`src/rtl/rstack_pkg.sv`:
```
package rstack_pkg;

    typedef enum logic [2:0] {
        ST_IDLE,
        ST_WR_LO,
        ST_WR_HI,
        ST_RD_LO,
        ST_RD_HI,
        ST_RD_FIN
    } rstack_st_e;

endpackage

```
`src/rtl/rstack_ptr.sv`:
```
module rstack_ptr #(
    parameter int SP_W = 3
) (
    input  logic            clk,
    input  logic            rst_n,
    input  logic            inc,
    input  logic            dec,
    output logic [SP_W-1:0] sp
);
    localparam logic [SP_W-1:0] ONE = SP_W'(1);

    logic [SP_W-1:0] sp_d, sp_q;

    always_comb begin
        sp_d = sp_q;
        if (inc) begin
            sp_d = sp_q + ONE;
        end else if (dec) begin
            sp_d = sp_q - ONE;
        end
    end

    always_ff @(posedge clk) begin
        if (!rst_n) begin
            sp_q <= '0;
        end else begin
            sp_q <= sp_d;
        end
    end

    assign sp = sp_q;

    AST_SP_WRAP_UP: assert property (@(posedge clk) disable iff (!rst_n)
        inc |=> sp_q == $past(sp_q) + ONE);

    AST_SP_WRAP_DN: assert property (@(posedge clk) disable iff (!rst_n)
        (dec && !inc) |=> sp_q == $past(sp_q) - ONE);

endmodule

```
`src/rtl/rstack_addr.sv`:
```
module rstack_addr #(
    parameter int SP_W = 3,
    parameter int AW   = 8,
    parameter int BASE = 8
) (
    input  logic [SP_W-1:0] sp,
    input  logic            hi_sel,
    output logic [AW-1:0]   addr
);
    localparam logic [AW-1:0] BASE_V = AW'(BASE);

    always_comb begin
        addr = BASE_V + AW'({sp, hi_sel});
    end

endmodule

```
`src/rtl/rstack_ctrl.sv`:
```
module rstack_ctrl
    import rstack_pkg::*;
#(
    parameter int PC_W  = 12,
    parameter int NIB_W = 4,
    parameter int SP_W  = 3,
    parameter int AW    = 8,
    parameter int BASE  = 8
) (
    input  logic             clk,
    input  logic             rst_n,
    input  logic             call_req,
    input  logic             ret_req,
    input  logic             ret_psw,
    input  logic [PC_W-1:0]  pc_in,
    input  logic [NIB_W-1:0] psw_hi_in,
    output logic [PC_W-1:0]  pc_out,
    output logic [NIB_W-1:0] psw_hi_out,
    output logic             psw_load,
    output logic [SP_W-1:0]  sp_out,
    output logic             busy,
    output logic [AW-1:0]    ram_addr,
    output logic             ram_we,
    output logic             ram_re,
    output logic [7:0]       ram_wdata,
    input  logic [7:0]       ram_rdata
);
    localparam int              PC_HI_W = PC_W - 8;
    localparam int              DEPTH   = 1 << SP_W;
    localparam logic [AW-1:0]   ADDR_LO = AW'(BASE);
    localparam logic [AW-1:0]   ADDR_HI = AW'(BASE + 2 * DEPTH - 1);

    typedef struct packed {
        rstack_st_e       st;
        logic [PC_W-1:0]  pc;
        logic [PC_W-1:0]  save_pc;
        logic [NIB_W-1:0] save_nib;
        logic [7:0]       lo;
        logic [NIB_W-1:0] nib;
        logic             nib_ld;
        logic             want_psw;
    } regs_t;

    regs_t r_d, r_q;

    logic            sp_inc, sp_dec, hi_sel;
    logic [SP_W-1:0] sp;

    rstack_ptr #(.SP_W(SP_W)) u_ptr (
        .clk   (clk),
        .rst_n (rst_n),
        .inc   (sp_inc),
        .dec   (sp_dec),
        .sp    (sp)
    );

    rstack_addr #(.SP_W(SP_W), .AW(AW), .BASE(BASE)) u_addr (
        .sp     (sp),
        .hi_sel (hi_sel),
        .addr   (ram_addr)
    );

    always_comb begin
        r_d        = r_q;
        r_d.nib_ld = 1'b0;
        sp_inc     = 1'b0;
        sp_dec     = 1'b0;
        hi_sel     = 1'b0;
        ram_we     = 1'b0;
        ram_re     = 1'b0;
        ram_wdata  = '0;
        unique case (r_q.st)
            ST_IDLE: begin
                if (call_req) begin
                    r_d.save_pc  = pc_in;
                    r_d.save_nib = psw_hi_in;
                    r_d.st       = ST_WR_LO;
                end else if (ret_req) begin
                    sp_dec       = 1'b1;
                    r_d.want_psw = ret_psw;
                    r_d.st       = ST_RD_LO;
                end
            end
            ST_WR_LO: begin
                ram_we    = 1'b1;
                ram_wdata = r_q.save_pc[7:0];
                r_d.st    = ST_WR_HI;
            end
            ST_WR_HI: begin
                ram_we    = 1'b1;
                hi_sel    = 1'b1;
                ram_wdata = {r_q.save_nib, r_q.save_pc[PC_W-1:8]};
                sp_inc    = 1'b1;
                r_d.st    = ST_IDLE;
            end
            ST_RD_LO: begin
                ram_re = 1'b1;
                r_d.st = ST_RD_HI;
            end
            ST_RD_HI: begin
                ram_re = 1'b1;
                hi_sel = 1'b1;
                r_d.lo = ram_rdata;
                r_d.st = ST_RD_FIN;
            end
            ST_RD_FIN: begin
                r_d.pc = {ram_rdata[PC_HI_W-1:0], r_q.lo};
                if (r_q.want_psw) begin
                    r_d.nib    = ram_rdata[7 -: NIB_W];
                    r_d.nib_ld = 1'b1;
                end
                r_d.st = ST_IDLE;
            end
            default: r_d.st = ST_IDLE;
        endcase
    end

    always_ff @(posedge clk) begin
        if (!rst_n) begin
            r_q <= '{st: ST_IDLE, default: '0};
        end else begin
            r_q <= r_d;
        end
    end

    assign pc_out     = r_q.pc;
    assign psw_hi_out = r_q.nib;
    assign psw_load   = r_q.nib_ld;
    assign sp_out     = sp;
    assign busy       = (r_q.st != ST_IDLE);

    AST_ADDR_RANGE: assert property (@(posedge clk) disable iff (!rst_n)
        (ram_we || ram_re) |-> (ram_addr >= ADDR_LO && ram_addr <= ADDR_HI));

    AST_WRITE_PAIR: assert property (@(posedge clk) disable iff (!rst_n)
        (ram_we && !ram_addr[0]) |=> (ram_we && ram_addr[0]));

    AST_PC_HOLD: assert property (@(posedge clk) disable iff (!rst_n)
        !busy |=> $stable(pc_out));

    AST_IDLE_NO_RAM: assert property (@(posedge clk) disable iff (!rst_n)
        !busy |-> !(ram_we || ram_re));

    AST_LOAD_PULSE: assert property (@(posedge clk) disable iff (!rst_n)
        psw_load |=> !psw_load);

endmodule

```
`config.mk`:
```
export PLATFORM = sky130hd
export DESIGN_NAME = rstack_ctrl
export DESIGN_NICKNAME = d
export VERILOG_FILES = /design/src/rtl/rstack_pkg.sv /design/src/rtl/rstack_ptr.sv /design/src/rtl/rstack_addr.sv /design/src/rtl/rstack_ctrl.sv
export SDC_FILE = /design/constraint.sdc
export NUM_CORES = 1
export LEC_CHECK = 0
export ABC_AREA = 1
export BUFFER_PORTS_ARGS = -buffer_cell sky130_fd_sc_hd__buf_2
export CAP_MARGIN = 20
export CORE_ASPECT_RATIO = 0.8
export CORE_MARGIN = 4
export CORE_UTILIZATION = 25
export CTS_CLUSTER_DIAMETER = 100
export DETAILED_ROUTE_END_ITERATION = 12
export GPL_TIMING_DRIVEN = 0
export PLACE_DENSITY = 0.44
export SETUP_SLACK_MARGIN = 0.3
export SLEW_MARGIN = 20
export SYNTH_ARGS = -nofsm -noshare
export SYNTH_HDL_FRONTEND = slang
export SYNTH_SLANG_ARGS = --single-unit
```
`constraint.sdc`:
```
create_clock -name clk -period 1.7 [get_ports clk]
set_clock_uncertainty 0.05 [all_clocks]
set_input_delay 0.085 -clock clk [delete_from_list [all_inputs] [get_ports clk]]
set_output_delay 0.085 -clock clk [all_outputs]
set_load 0.02 [all_outputs]
```
Word level (Yosys, flattened, before mapping). Cells that the tools add are included.

Input port bits: 29. Flip-flop bits (word level): 48. Output and inout port bits: 39.

Eq/ne operators: 6. Add/sub/neg operators: 3. Bitwise operators: 1. Mux-type cells: 14. Reduce and logical (&&, ||, !) cells: 10.

Operator list (count): $pmux 8 s2 (1); $mux 3 (4); $pmux 3 s4 (1); $mux 1 (8); $eq 3x2->1 const B (2); $eq 3x3->1 const B (2); $reduce_and 2->1 (3); $reduce_or 2->1 (3); $add 4x4->5 const A (1); $add 3x1->3 const B (1); $eq 3x1->1 const B (1); $logic_not 3->1 (1); $ne 3x3->1 const B (1); $reduce_and 3->1 (1); $reduce_bool 3->1 (1); $sub 3x1->3 const B (1); $reduce_bool 2->1 (1); $not 1->1 (1).

Depth between registers and ports, before layout. Gate-level depths: netlist of run 1.

Depth after elaboration: 5. Depth in mapped cells: 11. Depth with buffers taken out: 11.

Hierarchy. From an unflattened synthesis of run 1, not the netlist that was laid out.

Cell total of the unflattened synthesis: 311. Area total of the unflattened synthesis: 2165.8 µm².

Modules (own cells, without submodules): rstack_ctrl (area an instance 1943.1 µm², seq. area each 900.9 µm², times used 1, cells an instance 281); rstack_ptr (area an instance 162.7 µm², seq. area each 60.1 µm², times used 1, cells an instance 21); rstack_addr (area an instance 60.1 µm², seq. area each 0.0 µm², times used 1, cells an instance 9).

Worst setup path after synthesis of run 1. Ideal clock, no wire load.

Path type: flip-flop to flip-flop. From: reg r_q[44] (netlist bit). To: reg u_ptr.sp_q[2], in the netlist u_ptr.sp[2]. Required time: 1541 ps. Library setup time: 109 ps. Period minus slack after synthesis: 1488 ps. Arrival: 1329 ps. Stages on the path, launching flop included: 12. Path buffers: 0. Slack: 212 ps. Path through: dfxtp_1 -> inv_2 -> nand3_1 -> xnor2_1 -> inv_1 -> ha_1 -> inv_1 -> nand2_1 -> nand2_1 -> nand3_1 -> nand2_1 -> inv_1.

Longest elaborated chain between the ends: 3. Elaborated cells on any way between the ends: 6. Classes of those cells: 1 x eq/ne; 3 x mux; 2 x reduce/logical.

Ends and longest elaborated chain: start: declaration (RTL line rstack_ctrl.sv:44) `regs_t r_d, r_q;`; start signal: assignment (RTL line rstack_ctrl.sv:122) `r_q <= r_d;`; $eq 3x2->1 / $logic_not 3->1 (equally long branches) (RTL line rstack_ctrl.sv:72) `unique case (r_q.st)`; $mux 1 (RTL line rstack_ctrl.sv:72); $mux 3 / $reduce_bool 2->1 (equally long branches); end signal: assignment (RTL line rstack_ptr.sv:27) `sp_q <= sp_d;`; end: declaration (RTL line rstack_ptr.sv:12) `logic [SP_W-1:0] sp_d, sp_q;`.

Several ways; a longest one is shown, not always the timed one. A chain may end at the register's enable or synchronous reset.

Worst setup path after layout of run 1.
From: reg r_q[42] (netlist bit). To: out ram_wdata[4].

Longest elaborated chain between the ends: 2. Elaborated cells on any way between the ends: 3. Classes of those cells: 2 x eq/ne; 1 x mux.

Ends and longest elaborated chain: $eq 3x2->1 / $eq 3x1->1 (equally long branches) (RTL line rstack_ctrl.sv:72); $pmux 8 s2 * (RTL line rstack_ctrl.sv:72); end: declaration (RTL line rstack_ctrl.sv:25) `output logic [7:0] ram_wdata,`.

Every way passes the cells marked *; elsewhere a longest branch is shown, timed or not.

==> flow_summary.ini, run 1 <==
[outcome]
status = finished with violations
violations = hold timing

[critical_path]
crit_fanout = 10
cp-start-kind = flop
required_ns = 1.56
critPathTopFamily = buffers and inverters
slowest_stage = dfxtp_4
r2r_end = u_ptr.sp[2]$_SDFFE_PN0P_
r2r_cells = 11
cp-end-kind = primary output
path_buf_inv = 3
arrival_ns = 1.37
reg2reg_slack_ns = 0.27
path_cells = inv_4 -> nand3_4 -> buf_12 -> o22ai_1 -> buf_4
cpPeakStageDelay_ns = 0.38
worstSetupPathType = flop to primary output
r2r_start = r_q[42]$_SDFFE_PN0P_

[global_routing]
grtUsageTotal_pct = 12.64
grt_max_degree = 15
overflow = 0
grt_pass1_wl_um = 9473
antenna_found_initial = 0
grt_pass1_vias = 1986

[route]
wire_per_inst_um = 12.08
drt_wl_total_um = 5700
firstDrtPassIters = 4
met3_length_um = 268
drc = 0
routed.top_layer = met4
met2_length_um = 2508
drt-met1-wl_um = 2850
final_antenna_net_count = 0
via_per_inst = 4.142
drtIter0Drc = 74
vias = 1955

[synthesis]
async_flop_share_pct = 0
ys_warn_count = 0
yosys.area.top_type = dfxtp_1
netlist_instances = 270
synth_area_um2 = 2047
synth_area_leaders = dfxtp_1 47%, buf_4 8.4%, nor2_1 8.3%
synthFlopType = dfxtp_1
ys_ff_latch = 48
synth.lib_cells_used.distinct = 23
avgSynthCellArea_um2 = 7.581
synth_top_area_share_pct = 46.94
synth_edf_count = 0
seq_area_frac_synth_pct = 46.94

[sta]
fin_hold_ws_ns = -0.01044
period_needed_ns = 1.508
finalHoldViolations = 3
rsz0062_at_grt = true
finalSetupViolCount = 0
max_freq_mhz = 663.1
tns_ns = 0
layout_setup_ws_ns = 0.1920
min_period_over_period_pct = 88.71
slew_viol_final = 0

[placement]
io_buffers = 64
hpwl_um = 3967
dpl.cell_count = 444
place.gp.congestion = 0.7064
dp_slack_ns = 0.1892

[floorplanning]
initial_core_util_pct = 25.76
die_w_um = 109.2
fp-row-count = 29
io_pins = 68
die_h_um = 88.94
core_um2 = 7946
die-area_um2 = 9709

[final_layout]
area_growth_syn_to_layout_pct = 46.52
drive_gt1_share_pct = 37.91
nNetsFinal = 394
diodes = 0
layout.cells.non_filler = 472
final_core_util_pct = 37.74
final_common_cell = buf_2
layout_common_cells = 53 x buf_2, 45 x dfxtp_1, 42 x nor2_1, 39 x buf_4, 28 x inv_1

[clock_network]
clk_transition_reported_paths_ns = 0.09
cts-root-buf = clkbuf_8
clkLatencyLatePin_ns = 0.31
cts_max_path_buffers = 2
cts.sinks = 48
cts_tree = done
numCtsBuffers = 5
h-tree-depth = 2

[worst_hold_path]
hold_start = pc_in[7]
hold_depth = 3
min_path_type = primary input to flop
hold_end = r_q[25]$_SDFFE_PN0P_

[power]
leakagePower_nw = 1.435
cellPowerDensity_nw_per_um2 = 924.4
peakVddDrop_mv = 0.3002

[run]
max-cap-violations = 0
Yosys cell counts (all sizes together) (7+ instances only):
library cell  instances
dfxtp                48
nor2                 46
o21ai                41
inv                  32
buf                  27
a21oi                24
nand2                20
nand3                11
o22ai                 8
clkbuf                7
how the worst max path moves through the flow:
stage	from	endpoint	slack, ns	cells after the start
2_1_floorplan	r_q[43]$_SDFFE_PN0P_	u_ptr.sp[2]$_SDFFE_PN0P_	0.32	10
3_3_place_gp	r_q[44]$_SDFFE_PN0P_	ram_wdata[0]	0.19	4
3_5_place_dp	r_q[43]$_SDFFE_PN0P_	u_ptr.sp[2]$_SDFFE_PN0P_	0.19	10
4_1_cts	r_q[42]$_SDFFE_PN0P_	ram_wdata[4]	0.17	5
5_1_grt	r_q[42]$_SDFFE_PN0P_	ram_wdata[6]	0.13	5
6_report	r_q[42]$_SDFFE_PN0P_	ram_wdata[4]	0.19	5
per-stage QoR:
stage	total power (W)	instance area (um^2)
2_1_floorplan	0.001704	2067
6_report	0.002772	2999
3_3_place_gp	0.001897	2522
4_1_cts	0.002753	2894
5_1_grt	0.002948	2999
3_5_place_dp	0.001901	2522
kinds of logic after synthesis:
logic type / after synthesis / synth area share [%]
other cells: 1 / 0.1832
fa+ha+maj: 1 / 0.6111
buf+inv: 66 / 16.93
xor+xnor: 1 / 0.4280
simple gates: 80 / 16.57
compound gates: 73 / 18.34
flops: 48 / 46.94
sequential cells by signal (all words and copies together) (netlist names):
name	count
pc_out	12
psw_hi_out	4
psw_load	1
r_q	28
u_ptr.sp	3
power by group:
| part | internal, W | total, W | switching, W |
|---|---|---|---|
| Combinational | 0.000343 | 0.000780 | 0.000437 |
| Clock | 0.000325 | 0.000720 | 0.000394 |
| Sequential | 0.00122 | 0.00127 | 0.0000581 |
final cells by class:
class | instances | area (um^2)
plain buffers | 34 | 269.0
clock buffers | 6 | 82.58
clock inverters | 1 | 8.758
fillers | 870 | 4947
inverters | 32 | 131.4
multi-input cells | 159 | 843.3
flip-flops and latches | 48 | 969.7
well taps | 108 | 135.1
repair buffers | 84 | 559.3
metal layers:
metal | track usage [%] | vias to the layer above
met2 | 19.79 | 42
li1 | - | 1038
met1 | 17.06 | 870
met4 | 5.161 | 0
met3 | 2.671 | 5
met5 | 0 | -
timing repair:
action / in CTS / in global routing
setup endpoints to repair: 43 / 33
pin swaps: 3 / 1
hold buffers: 6 / 0
buffers inserted: 9 / 5
resized for setup: 39 / 29
cloned: 1 / 0
endpoints found under the hold margin: 6 / 0
tightest hold or removal path, delay by kind of cell:
| family | cells | cell delay (ns) |
|---|---|---|
| compound gates | 2 | 0.16 |
| buf+inv | 1 | 0.07 |
No activity file was read; power rests on OpenSTA's default activity.
==> run 2: changes to the inputs <==
--- a/config.mk
+++ b/config.mk
@@ -8,9 +8,10 @@
 export ABC_AREA = 1
 export BUFFER_PORTS_ARGS = -buffer_cell sky130_fd_sc_hd__buf_2
 export CAP_MARGIN = 20
-export CORE_ASPECT_RATIO = 0.8
+export CORE_ASPECT_RATIO = 1.2
 export CORE_MARGIN = 4
 export CORE_UTILIZATION = 25
+export CTS_BUF_LIST = sky130_fd_sc_hd__clkbuf_8 sky130_fd_sc_hd__clkbuf_16
 export CTS_CLUSTER_DIAMETER = 100
 export DETAILED_ROUTE_END_ITERATION = 12
 export GPL_TIMING_DRIVEN = 0
==> constraint.sdc (replaced) <==
create_clock -name clk -period 1.55 [get_ports clk]
set_clock_uncertainty 0.05 [all_clocks]
set_input_delay 0.0775 -clock clk [delete_from_list [all_inputs] [get_ports clk]]
set_output_delay 0.0775 -clock clk [all_outputs]
set_load 0.02 [all_outputs]
==> run 2 against run 1 <==
- the flow still finishes with violations (hold timing)
- clock power increased by 74%
- clock-buffer cell count decreased by 1
- die area about the same
- flip-flop and latch count unchanged
- first-iteration DRC count decreased by 39%
- sequential power increased by 11%
- global-route usage increased by 0.34 points
- core utilization increased by 12 points
- register-to-register slack got worse by 0.24 ns
- wire length increased by 12%
- highest routed layer unchanged
==> flow_summary.ini, run 2 (synthesis gave the netlist of run 1 again) <==
[clock_network]
clk_transition_reported_paths_ns = 0.09
cts_max_path_buffers = 2
numCtsBuffers = 5
cts-root-buf = clkbuf_8
h-tree-depth = 2
cts.sinks = 48
cts_tree = done
clkLatencyLatePin_ns = 0.30

[floorplanning]
io_pins = 68
die-area_um2 = 9705
fp-row-count = 35
die_w_um = 90.60
initial_core_util_pct = 26.11
die_h_um = 107.1
core_um2 = 7839

[placement]
io_buffers = 64
dpl.cell_count = 428
hpwl_um = 3841
place.gp.congestion = 0.7167
placedInstanceArea_um2 = 2515

[sta]
tns_ns = 0
slew-limit-headroom_pct = 49.18
finalHoldViolations = 2
rsz0062_at_grt = true
period_needed_ns = 1.517
min_period_over_period_pct = 97.86
max_freq_mhz = 659.3
slew_viol_final = 0
finalSetupViolCount = 0
worst_pin_slew_ns = 0.7624
fin_hold_ws_ns = -0.006902

[final_layout]
area_growth_syn_to_layout_pct = 88.81
layout_common_cells = 52 x buf_2, 43 x dfxtp_1, 32 x buf_6, 32 x buf_4, 31 x nor2_1
largest_reg_flops = 28
fill_cells = 732
stdcell_area_um2 = 3865
final_common_cell = buf_2
layout.cells.non_filler = 489
drive_gt1_share_pct = 57.18
diodes = 0
largest_register = r_q
nNetsFinal = 426

[critical_path]
slowest_stage = dfxtp_4
required_ns = 1.42
critPathTopFamily = buffers and inverters
cpPeakStageDelay_ns = 0.38
arrival_ns = 1.39
path_buf_inv = 4
cp-end-kind = primary output
crit_fanout = 5
path_cells = inv_8 -> nand3_4 -> buf_4 -> buf_8 -> o22ai_2 -> buf_6
worstSetupPathType = flop to primary output
cp-start-kind = flop

[run]
max-cap-violations = 0

[power]
p_switching_w = 0.001186
cellPowerDensity_nw_per_um2 = 1024
power_frac_clock_pct = 31.6
peakVddDrop_mv = 0.4331
p_seq_share_pct = 35.5
leakagePower_nw = 1.706
combPwrFrac_pct = 32.8
switching_share_pct = 29.95
p_int_w = 0.002773

[outcome]
violations = hold timing
status = finished with violations

[worst_hold_path]
min_path_type = primary input to flop

[route]
drtIter0Drc = 45
vias = 2149
firstDrtPassIters = 4
wire_per_inst_um = 13.04
via_per_inst = 4.395
drc = 0
final_antenna_net_count = 0
drt_wl_total_um = 6375

[global_routing]
overflow = 0
grtUsageTotal_pct = 12.98
grt_max_degree = 16
antenna_found_initial = 0
grt_pass1_wl_um = 10140
grt_pass1_vias = 2143
run 2: layout make-up:
class | count | area, um^2 | area share [%]
tap | 92 | 115.1 | 2.978
buffer | 34 | 292.8 | 7.575
inverter | 32 | 138.9 | 3.593
timing repair buffer | 116 | 975.9 | 25.25
sequential | 48 | 974.7 | 25.22
clock buffer | 5 | 68.82 | 1.781
clock inverter | 3 | 90.09 | 2.331
multi-input combinational | 159 | 1209 | 31.27
run 2: what timing repair did:
item / CTS / global route
resized for setup: 101 / 107
setup buffers: 18 / 9
hold buffers: 18 / 1
endpoints found under the hold margin: 21 / 1
pin swaps: 15 / 25
endpoints found under the setup margin: 53 / 59
gates cloned: 7 / 0
run 2: per-layer routing:
layer	global-route usage, %	up-vias	wire length, um
met4	3.611	0	70
met3	3.228	6	308
li1	-	1100	-
met1	15.40	985	2762
met5	0	-	0
met2	23.16	58	3233
run 2: worst paths after layout:
check,start,end,slack [ns],depth (start not counted)
max,r_q[44]$_SDFFE_PN0P_,ram_wdata[4],0.03,6
min,pc_in[6],r_q[24]$_SDFFE_PN0P_,-0.007,3
max reg2reg,r_q[44]$_SDFFE_PN0P_,psw_hi_out[1]$_SDFFE_PN0P_,0.03,9
min reg2reg,psw_hi_out[0]$_SDFFE_PN0P_,psw_hi_out[0]$_SDFFE_PN0P_,0.42,2
run 2: power by group through the flow:
stage               clock network [W]  logic [W]  registers [W]
finish                        0.00125    0.00130        0.00141
global route                  0.00133    0.00140        0.00142
CTS                           0.00128    0.00109        0.00140
detailed placement                  0   0.000675        0.00142
global placement                    0   0.000670        0.00142
floorplan                           0   0.000450        0.00143
run 2: through the flow:
stage	utilization, %	power, W	worst slack, ns
floorplan	-	0.001877	0.2345
global placement	32.08	0.002086	0.09316
detailed placement	32.08	0.002092	0.1017
CTS	44.42	0.003768	0.07368
global route	49.31	0.004151	-0.03722
finish	49.31	0.003959	0.03316
run 2: worst min-delay path: cells and delay by family:
kind | cells | cell delay (ns)
AOI/OAI and AO/OA | 2 | 0.15
buffers and inverters | 1 | 0.08
==> run 3: changes to the inputs <==
--- a/config.mk
+++ b/config.mk
@@ -5,7 +5,6 @@
 export SDC_FILE = /design/constraint.sdc
 export NUM_CORES = 1
 export LEC_CHECK = 0
-export ABC_AREA = 1
 export BUFFER_PORTS_ARGS = -buffer_cell sky130_fd_sc_hd__buf_2
 export CAP_MARGIN = 20
 export CORE_ASPECT_RATIO = 1.2
==> run 3 against run 2 <==
- the flow finishes with violations (setup timing)
- core utilization shrank 4.1 points
- flip-flop and latch count stayed put
- first-iteration DRC count is 18% lower
- clock power down 42%
- wire length increased by 3.1%
- global-route usage is 0.37 points lower
- non-clock buffer count is 13 higher
- combinational power down 31%
- fmax shrank 6.1%
- largest power group unchanged
==> flow_summary.ini, run 3 <==
[worst_hold_path]
hold_depth = 2
hold_start = call_req
hold_end = r_q[42]$_SDFFE_PN0P_
min_path_type = primary input to flop

[global_routing]
overflow = 0
grt_pass1_wl_um = 10740
grt.busiest_layer = met2
use_met2_pct = 23.03
antenna_found_initial = 0
grt_pass1_vias = 2188
grtUsageTotal_pct = 12.62
grtUsageMet3_pct = 2.660
met1_usage_pct = 14.69
grt_max_degree = 14

[synthesis]
seq_area_frac_synth_pct = 42.06
ys_ff_latch = 48
netlist_instances = 269
synthFlopType = dfxtp_1
synth_area_leaders = dfxtp_1 42%, nand2_1 13%, buf_4 8.9%
synth_top_area_share_pct = 42.06
ys_warn_count = 0
yosys.area.top_type = dfxtp_1
synthTopCellsByCount = 81 x nand2_1, 48 x dfxtp_1, 27 x buf_4, 16 x a21boi_0, 15 x a21boi_1
avgSynthCellArea_um2 = 8.493
synth_edf_count = 0
synth.lib_cells_used.distinct = 32
async_flop_share_pct = 0
synth_area_um2 = 2285
synth_most_common_cell = nand2_1

[critical_path]
cp-start-kind = flop
required_ns = 1.70
cpPeakStageDelay_ns = 0.33
reg2reg_slack_ns = -0.06
r2r_start = r_q[44]$_SDFFE_PN0P_
slowest_stage = dfxtp_2
path_cells = buf_6 -> nor2_4 -> nand2_1 -> xor2_1 -> ha_2 -> and2_4 -> a32oi_2 -> xnor2_1 -> and2_1
cp-end-kind = flop
worstSetupPathType = flop to flop
crit_fanout = 3
r2r_end = u_ptr.sp[2]$_SDFFE_PN0P_
r2r_cells = 9
arrival_ns = 1.77

[run]
max-cap-violations = 0

[sta]
period_needed_ns = 1.615
min_period_over_period_pct = 104.2
worst_pin_slew_ns = 0.5057
slew-limit-headroom_pct = 66.29
tns_ns = -0.1883
slew_viol_final = 0
max_freq_mhz = 619.3
finalSetupViolCount = 9
fin_hold_ws_ns = 0.05984
finalHoldViolations = 0
rsz0062_at_grt = true
layout_setup_ws_ns = -0.06481

[clock_network]
clk_transition_reported_paths_ns = 0.08
clkLatencyLatePin_ns = 0.30
numCtsBuffers = 5
cts-root-buf = clkbuf_8
h-tree-depth = 2
cts_max_path_buffers = 2
cts.sinks = 48
cts_tree = done

[final_layout]
final_common_cell = buf_2
register_area_um2 = 967.2
fill_cells = 883
drive_gt1_share_pct = 58.50
largest_register = r_q
largest_reg_flops = 28
nNetsFinal = 430
area_growth_syn_to_layout_pct = 73.22
final_core_util_pct = 45.23
multi_input_area_um2 = 1351
stdcell_area_um2 = 3958
diodes = 0
layout_common_cells = 51 x buf_2, 45 x dfxtp_1, 42 x nand2_1, 36 x buf_4, 35 x buf_6

[route]
drtIter0Drc = 37
firstDrtPassIters = 4
drc = 0
wire_per_inst_um = 12.72
final_antenna_net_count = 0
drt_wl_total_um = 6575
via_per_inst = 4.190
vias = 2166

[floorplanning]
core_um2 = 8750
die-area_um2 = 10740
die_h_um = 112.7
initial_core_util_pct = 26.11
die_w_um = 95.27
fp-row-count = 37
io_pins = 68

[placement]
placedInstanceArea_um2 = 2794
hpwl_um = 4258
place.gp.congestion = 0.6932
io_buffers = 63
dp_slack_ns = -0.1144

[power]
leakagePower_nw = 1.754
cellPowerDensity_nw_per_um2 = 746.2
peakVddDrop_mv = 0.3503

[outcome]
status = finished with violations
violations = setup timing
## run 3: final cells by class
class                   count  share of cell area [%]
plain buffers              41                   9.390
clock buffers               5                   1.739
clock inverters             2                  0.2213
inverters                   3                  0.2845
multi-input cells         179                   34.14
flip-flops and latches     48                   24.44
well taps                 117                   3.699
repair buffers            122                   26.08
## run 3: through the flow
step / cells / power [W]
finish: 517 / 0.002953
global route: 517 / 0.003105
CTS: 511 / 0.002909
detailed placement: 451 / 0.001882
global placement: 451 / 0.001876
floorplan: 271 / 0.001715
## run 3: worst max path at each step
stage | endpoint | slack [ns] | cells past startpoint | from
after floorplan | u_ptr.sp[2]$_SDFFE_PN0P_ | -0.05 | 9 | r_q[44]$_SDFFE_PN0P_
after global placement | u_ptr.sp[2]$_SDFFE_PN0P_ | -0.11 | 9 | r_q[44]$_SDFFE_PN0P_
after detailed placement | u_ptr.sp[2]$_SDFFE_PN0P_ | -0.11 | 9 | r_q[44]$_SDFFE_PN0P_
after CTS | u_ptr.sp[2]$_SDFFE_PN0P_ | -0.09 | 9 | r_q[44]$_SDFFE_PN0P_
after global routing | u_ptr.sp[2]$_SDFFE_PN0P_ | -0.17 | 6 | r_q[44]$_SDFFE_PN0P_
final | u_ptr.sp[2]$_SDFFE_PN0P_ | -0.06 | 9 | r_q[44]$_SDFFE_PN0P_
## run 3: layer usage
metal | vias to the layer above | part of all wire (%)
li1 | 1108 | -
met1 | 1006 | 43
met2 | 46 | 51
met3 | 6 | 4.9
met4 | 0 | 1.1
met5 | - | 0
## run 3: cell families (layout without fill, tap and decap cells)
| kind of cell | Yosys count | count (layout) | share of synthesized area, % |
|---|---|---|---|
| AOI/OAI and AO/OA | 54 | 54 | 19.44 |
| xor gates and xnor gates | 4 | 4 | 1.534 |
| adders and majority gates | 1 | 1 | 0.5476 |
| buffers and inverters | 44 | 173 | 13.85 |
| DFF | 48 | 48 | 42.06 |
| muxes | 1 | 1 | 0.4381 |
| other | 1 | 3 | 0.1641 |
| and+or+nand+nor | 116 | 116 | 21.96 |
## run 3: critical path, delay by kind of cell (launching register included)
kind | cells | cell delay, ns
AND/OR/NAND/NOR | 4 | 0.46
XOR/XNOR | 2 | 0.22
flip-flops | 1 | 0.33
AO/OA/AOI/OAI | 1 | 0.16
buffers and inverters | 1 | 0.12
adder cells (fa/ha/maj) | 1 | 0.18
## run 3: repair_timing
item                       4_1_cts  5_1_grt
pin swaps                       17       22
hold endpoints to repair        32        0
gates resized for setup         99       69
buffers inserted                22        6
hold buffers                    26        0
cloned                           5        0
setup endpoints to repair       55       57
## run 3: power breakdown
group          internal [W]  leakage [nW]  switching [W]
Combinational      0.000496          1.32       0.000403
Clock              0.000302        0.0452       0.000418
Sequential          0.00129         0.391      0.0000474
